===== config.mk =====
export PLATFORM = sky130hd
export DESIGN_NAME = dram_refresh_sched
export DESIGN_NICKNAME = d
export VERILOG_FILES = /design/src/rtl/rfsh_pkg.sv /design/src/rtl/rfsh_datapath.sv /design/src/rtl/rfsh_control.sv /design/src/rtl/dram_refresh_sched.sv
export SDC_FILE = /design/constraint.sdc
export NUM_CORES = 1
export LEC_CHECK = 0
export BUFFER_PORTS_ARGS = -buffer_cell sky130_fd_sc_hd__buf_2
export CORE_MARGIN = 3
export CORE_UTILIZATION = 55
export DETAILED_ROUTE_END_ITERATION = 16
export PLACE_DENSITY = 0.76
export SLEW_MARGIN = 10
export SYNTH_ARGS = -nofsm -noshare
export SYNTH_HDL_FRONTEND = slang
export SYNTH_SLANG_ARGS = --single-unit

===== constraint.sdc =====
create_clock -name clk -period 4.17 [get_ports clk]
set_clock_uncertainty 0.15 [all_clocks]
set_input_delay 0.417 -clock clk [delete_from_list [all_inputs] [get_ports clk]]
set_output_delay 0.417 -clock clk [all_outputs]
set_load 0.03 [all_outputs]

===== src/rtl/rfsh_pkg.sv =====
`timescale 1ns/1ps
package rfsh_pkg;

  typedef enum logic [1:0] {
    CMD_NOP     = 2'd0,
    CMD_REFRESH = 2'd1
  } cmdCodeT;

  typedef enum logic [2:0] {
    ST_NORMAL,
    ST_DRAIN,
    ST_SR_ENTER,
    ST_SELF,
    ST_EXIT_WAIT,
    ST_EXIT_NOP
  } schedStateT;

  // strobes from control to datapath
  typedef struct packed {
    logic runInterval;   // interval timer and backlog active
    logic grantRefresh;  // a refresh is issued this cycle
    logic countWait;     // advance the wait counter, else clear it
  } rfshStrobeT;

endpackage


===== src/rtl/rfsh_datapath.sv =====
`timescale 1ns/1ps
module rfsh_datapath
  import rfsh_pkg::*;
#(
  parameter int CLKS_PER_INTERVAL = 1560,
  parameter int MAX_POSTPONE      = 8,
  parameter int WAIT_W            = 8
) (
  input  logic              clk,
  input  logic              rstN,
  input  rfshStrobeT        strb,
  output logic              creditZero,
  output logic              creditFull,
  output logic [WAIT_W-1:0] waitCount
);

  localparam int INT_W    = (CLKS_PER_INTERVAL > 2) ? $clog2(CLKS_PER_INTERVAL) : 1;
  localparam int CREDIT_W = $clog2(MAX_POSTPONE + 1);
  localparam logic [INT_W-1:0]    INT_LAST   = INT_W'(CLKS_PER_INTERVAL - 1);
  localparam logic [CREDIT_W-1:0] CREDIT_MAX = CREDIT_W'(MAX_POSTPONE);

  logic [INT_W-1:0]    intervalCnt;
  logic [CREDIT_W-1:0] credit;
  logic                tick;

  assign tick = strb.runInterval && (intervalCnt == INT_LAST);

  always_ff @(posedge clk) begin
    if (!rstN || !strb.runInterval) begin
      intervalCnt <= '0;
    end else if (tick) begin
      intervalCnt <= '0;
    end else begin
      intervalCnt <= intervalCnt + INT_W'(1);
    end
  end

  // owed-refresh count, saturating at the postpone limit
  always_ff @(posedge clk) begin
    if (!rstN || !strb.runInterval) begin
      credit <= '0;
    end else if (tick && !strb.grantRefresh) begin
      if (credit != CREDIT_MAX) credit <= credit + CREDIT_W'(1);
    end else if (!tick && strb.grantRefresh) begin
      credit <= credit - CREDIT_W'(1);
    end
  end

  always_ff @(posedge clk) begin
    if (!rstN || !strb.countWait) begin
      waitCount <= '0;
    end else begin
      waitCount <= waitCount + WAIT_W'(1);
    end
  end

  assign creditZero = (credit == '0);
  assign creditFull = (credit == CREDIT_MAX);

endmodule


===== src/rtl/rfsh_control.sv =====
`timescale 1ns/1ps
module rfsh_control
  import rfsh_pkg::*;
#(
  parameter int STABLE_CYCLES = 4,
  parameter int NOP_CYCLES    = 200,
  parameter int WAIT_W        = 8
) (
  input  logic              clk,
  input  logic              rstN,
  input  logic              grant,
  input  logic              srEnterReq,
  input  logic              srExitReq,
  input  logic              clkStable,
  input  logic              creditZero,
  input  logic              creditFull,
  input  logic [WAIT_W-1:0] waitCount,
  output rfshStrobeT        strb,
  output logic              refReq,
  output logic              refUrgent,
  output logic              cke,
  output logic [1:0]        cmdCode,
  output logic              holdOff
);

  localparam logic [WAIT_W-1:0] STABLE_LAST = WAIT_W'(STABLE_CYCLES - 1);
  localparam logic [WAIT_W-1:0] NOP_LAST    = WAIT_W'(NOP_CYCLES - 1);

  schedStateT state, stateNext;
  logic       running;
  logic       stableDone;

  assign running    = (state == ST_NORMAL) || (state == ST_DRAIN);
  assign stableDone = clkStable && (waitCount == STABLE_LAST);

  always_comb begin
    stateNext = state;
    case (state)
      ST_NORMAL:    if (srEnterReq) stateNext = ST_DRAIN;
      ST_DRAIN:     if (creditZero) stateNext = ST_SR_ENTER;
      ST_SR_ENTER:  stateNext = ST_SELF;
      ST_SELF:      if (srExitReq) stateNext = ST_EXIT_WAIT;
      ST_EXIT_WAIT: if (stableDone) stateNext = ST_EXIT_NOP;
      ST_EXIT_NOP:  if (waitCount == NOP_LAST) stateNext = ST_NORMAL;
      default:      stateNext = ST_NORMAL;
    endcase
  end

  always_ff @(posedge clk) begin
    if (!rstN) state <= ST_NORMAL;
    else       state <= stateNext;
  end

  assign refReq    = running && !creditZero;
  assign refUrgent = refReq && creditFull;

  always_comb begin
    strb.runInterval  = running;
    strb.grantRefresh = grant && refReq;
    strb.countWait    = ((state == ST_EXIT_WAIT) && clkStable && !stableDone)
                        || (state == ST_EXIT_NOP);
  end

  assign cke     = !((state == ST_SR_ENTER) || (state == ST_SELF) || (state == ST_EXIT_WAIT));
  assign holdOff = !running;
  assign cmdCode = ((state == ST_SR_ENTER) || strb.grantRefresh) ? CMD_REFRESH : CMD_NOP;

endmodule


===== src/rtl/dram_refresh_sched.sv =====
`timescale 1ns/1ps
module dram_refresh_sched
  import rfsh_pkg::*;
#(
  parameter int CLKS_PER_INTERVAL = 1560,
  parameter int MAX_POSTPONE      = 8,
  parameter int STABLE_CYCLES     = 4,
  parameter int NOP_CYCLES        = 200
) (
  input  logic       clk,
  input  logic       rstN,
  input  logic       grant,
  input  logic       srEnterReq,
  input  logic       srExitReq,
  input  logic       clkStable,
  output logic       refReq,
  output logic       refUrgent,
  output logic       cke,
  output logic [1:0] cmdCode,
  output logic       holdOff
);

  localparam int WAIT_MAX = (NOP_CYCLES > STABLE_CYCLES) ? NOP_CYCLES : STABLE_CYCLES;
  localparam int WAIT_W   = $clog2(WAIT_MAX + 1);

  rfshStrobeT        strb;
  logic              creditZero;
  logic              creditFull;
  logic [WAIT_W-1:0] waitCount;

  rfsh_control #(
    .STABLE_CYCLES(STABLE_CYCLES),
    .NOP_CYCLES   (NOP_CYCLES),
    .WAIT_W       (WAIT_W)
  ) u_control (
    .clk       (clk),
    .rstN      (rstN),
    .grant     (grant),
    .srEnterReq(srEnterReq),
    .srExitReq (srExitReq),
    .clkStable (clkStable),
    .creditZero(creditZero),
    .creditFull(creditFull),
    .waitCount (waitCount),
    .strb      (strb),
    .refReq    (refReq),
    .refUrgent (refUrgent),
    .cke       (cke),
    .cmdCode   (cmdCode),
    .holdOff   (holdOff)
  );

  rfsh_datapath #(
    .CLKS_PER_INTERVAL(CLKS_PER_INTERVAL),
    .MAX_POSTPONE     (MAX_POSTPONE),
    .WAIT_W           (WAIT_W)
  ) u_datapath (
    .clk       (clk),
    .rstN      (rstN),
    .strb      (strb),
    .creditZero(creditZero),
    .creditFull(creditFull),
    .waitCount (waitCount)
  );

endmodule


==> key figures <==
Floorplan
  • Die Ht: roughly 57 um
  • Width of the die: 56.9 um
  • Area inside the core boundary: approximately 2300 um^2
  • Row count: 17
  • I/O pins: 12
  • Initial Utilization: 60.9%
  • Area enclosed by the die boundary: 3240 um^2

Timing
  • Peak Freq: 370 MHz
  • Fin. Hold Viols: 0
  • Transition at the pin with the smallest max-transition slack: 0.490 ns
  • Final critical-path setup slack: 1.47 ns
  • Fin Setup TNS: 0 ns
  • Setup repair after global routing missed its margin: no
  • Minimum clock period: 2.70 ns
  • Final Max Slew Viols: 0
  • Rel. slew slack: 66.5%
  • Setup violators final: 0
  • Period utilisation layout: between 60% and 70%

Yosys
  • Post-synthesis xor/xnor area fraction: between 10% and 20%
  • Average cell area after synthesis: between 8 and 9 um^2
  • Number of unique standard cell types used by synthesis: 41
  • Count of mapped cells out of synthesis: 173
  • Net count after synthesis: approximately 180
  • Cell type with the highest aggregate area in the netlist: sky130_fd_sc_hd__dfxtp_1
  • Share of synthesized flip-flops with an asynchronous set or reset: 0%
  • Largest family of logic cells by synthesized area: simple AND/OR/NAND/NOR gates
  • Complex-gate fraction of the synthesized area: between 10% and 20%
  • Commonest register cell after synthesis: sky130_fd_sc_hd__dfxtp_1
  • Seq/Total Area, Yosys: about 37%
  • Synth Area in Simple Gates: 32.0%
  • Yosys top cell area share: 36.5%
  • Multiplexer area fraction after synthesis: less than 1%
  • Number of register bits inferred by synthesis: 26
  • YS warnings: 0
  • EDFF count, synth: 0
  • Biggest area contributors in the synthesized netlist: sky130_fd_sc_hd__dfxtp_1, sky130_fd_sc_hd__nor2_1, sky130_fd_sc_hd__xor2_1, sky130_fd_sc_hd__nand3_1, sky130_fd_sc_hd__xnor2_1
  • Adder and majority gate portion of the synthesized area: under 10%
  • Post-Synthesis Cell Area: 1430 um^2

Detailed routing
  • Routed vias: 1194
  • DRC errors left: 0
  • Detailed-route wire length: about 2700 um
  • Wire length per cell: between 10 and 15 um
  • First-pass detailed-route iteration total: 4
  • Remaining antenna violation count: 0
  • Vias per inst: about 5.7
  • Iter 0 DRT Violations: 58

Clock network
  • Later-pin clock latency in the skew report: ~0.32 ns
  • Post-CTS Setup Repair Bufs: 0
  • Clock-pin slew on the worst setup and hold paths: 0.14 ns
  • Cells resized by post-CTS repair: 0
  • Clock tree from TritonCTS: built
  • Number of H-tree branching levels: 1
  • Buffer depth of the longest clock path: 2
  • Sinks on Clock Net: 26
  • CTS hold repair buffers: 0
  • Num CTS Buffers: 3
  • Cell at the root of the clock tree: sky130_fd_sc_hd__clkbuf_4

GRT
  • Wire length of the first global-routing pass: between 4000 and 5000 um
  • Overall global routing resource usage: 18.3%
  • Number of global-route vias before repair: ~1100
  • Pin count of the biggest net entering global routing: 16
  • Number of antenna violations at the first check in global routing: 0
  • Global route total overflow: 0

Power
  • Pwr dens: 604 nW/um^2
  • LEAKAGE: between 0.6 and 0.7 nW
  • Worst vdd rail ir drop: about 500 uV

Setup path
  • Beginning of the worst register-to-register path: u_datapath.credit[0]
  • Critical Path Start Type: flop
  • Worst stage delay on the critical path: 0.59 ns
  • Crit Path Max Fanout: 7
  • Cell at the slowest stage of the critical path: sky130_fd_sc_hd__or4_4
  • Crit. End Element: flop
  • Worst-case register-to-register setup slack: around 1.5 ns
  • Ordered list of cells on the worst path: or4_4 -> nand2_1 -> nand3_1 -> ha_1 -> a21o_2 -> a21oi_1 -> nand3_1 -> a31oi_1 -> a21oi_1
  • Critical setup path kind: flop to flop
  • R2R cell count: 9
  • Endpoint of the most critical register-to-register path: u_datapath.credit[3]
  • Data arrival time at the worst-slack endpoint: approximately 2.8 ns
  • Data required time of the worst path: around 4.3 ns

Placed design
  • Placer congestion estimate: ~0.9
  • Count of input and output buffers: 10
  • Pre-CTS setup slack: about 1.5 ns
  • Placed instance area: around 1500 um^2
  • Detail Placement HPWL: around 2000 um

Min path
  • End point of the worst hold path: u_control.state[2]
  • Worst hold stages: 3
  • Worst Min Path Start: rstN
  • Hold crit path type: input pin to flop

Outcome
  • Result of the run: finished clean

Layout
  • Fraction of final layout cells sized beyond drive strength 1: 12.2%
  • Final instance area: around 1500 um^2
  • Fill count: slightly above 200
  • Layout overhead on the synthesized area: 7.64%
  • NumNets Final: between 150 and 200
  • Diode insertion count for antenna repair: 0

Run
  • Max Cap Violations: 0
[cell type report]
type                       count  area [um^2]  share of cell area (%)
multi-input combinational    135          853                    55.6
clock inverter                 1         30.0                    1.96
tap                           28         35.0                    2.28
timing repair buffer          10         50.0                    3.26
inverter                       6         22.5                    1.47
clock buffer                   3         22.5                    1.47
sequential                    26          520                    33.9
[logic make-up (layout without fill, tap and decap cells)]
| group | Yosys count | count (layout) |
|---|---|---|
| xor gates and xnor gates | 17 | 17 |
| and+or+nand+nor | 87 | 87 |
| DFF | 26 | 26 |
| buffers and inverters | 12 | 20 |
| AOI/OAI and AO/OA | 24 | 24 |
| muxes | 1 | 1 |
| other | 1 | 1 |
| adders and majority gates | 5 | 5 |
[metal layers]
| metal | up-vias | part of all wire (%) | routed length, um | GRT usage [%] |
|---|---|---|---|---|
| met5 | - | 0 | 0 | 0 |
| met4 | 0 | 2.7 | 72 | 9.27 |
| met3 | 10 | 3.8 | 101 | 2.30 |
| met2 | 29 | 46 | 1230 | 29.7 |
| met1 | 534 | 47 | 1250 | 23.7 |
| li1 | 621 | - | - | - |
[where the power goes]
part	total, W	switching [W]	internal, W
registers	0.000343	0.0000578	0.000286
logic	0.000411	0.000244	0.000167
clock network	0.000172	0.0000752	0.0000972
[worst max-delay path, delay by kind of cell (launching register included)]
kind / cells / cell delay (ns)
simple gates: 4 / 1.00
fa+ha+maj: 1 / 0.31
compound gates: 4 / 0.72
flops: 1 / 0.41
[per-stage QoR]
stage                     std cells  utilization [%]  hold slack, ns  total power (W)
final                           209             65.6           0.243         0.000927
after global routing            209             65.6           0.253         0.000997
after CTS                       209             65.6           0.235         0.000930
after detailed placement        205             63.3           0.291         0.000756
after global placement          205             63.3           0.279         0.000744
after floorplan                 173                -           0.268         0.000667
[cells in the mapped netlist, drive strengths merged (3+ instances only)]
library cell and number:
a21o 3, xor2 10, ha 4, clkbuf 3, a21oi 8, inv 6
nor3 8, or3 4, dfxtp 26, nor4b 3, nand2 12, buf 3
xnor2 7, nand3 13, nor2 29, and3 9
[worst max-delay path by stage]
stage                              start                   end  slack (ns)  cells after the start
floorplan           u_datapath.credit[0]  u_datapath.credit[3]        1.68                      9
global placement    u_datapath.credit[0]  u_datapath.credit[3]        1.59                      9
detailed placement  u_datapath.credit[0]  u_datapath.credit[3]        1.51                      9
CTS                 u_datapath.credit[0]  u_datapath.credit[3]        1.48                      9
global route        u_datapath.credit[0]  u_datapath.credit[3]        1.27                      9
finish              u_datapath.credit[0]  u_datapath.credit[3]        1.47                      9
[layout by cell type (no fill, tap or decap), types with 3 or more instances in the layout]
cell type and count:
sky130_fd_sc_hd__a21oi_1 8, sky130_fd_sc_hd__and3_1 9, sky130_fd_sc_hd__buf_2 10, sky130_fd_sc_hd__clkbuf_4 3
sky130_fd_sc_hd__dfxtp_1 26, sky130_fd_sc_hd__ha_1 4, sky130_fd_sc_hd__inv_1 6, sky130_fd_sc_hd__nand2_1 12
sky130_fd_sc_hd__nand3_1 13, sky130_fd_sc_hd__nor2_1 29, sky130_fd_sc_hd__nor3_1 8, sky130_fd_sc_hd__or3_1 3
sky130_fd_sc_hd__xnor2_1 7, sky130_fd_sc_hd__xor2_1 10
[sequential cells by signal, indices dropped and copies added (netlist names)]
register	cells
u_datapath.credit	4
u_control.state	3
u_datapath.intervalCnt	11
u_datapath.waitCount	8
(Power assumes the default switching activity.)
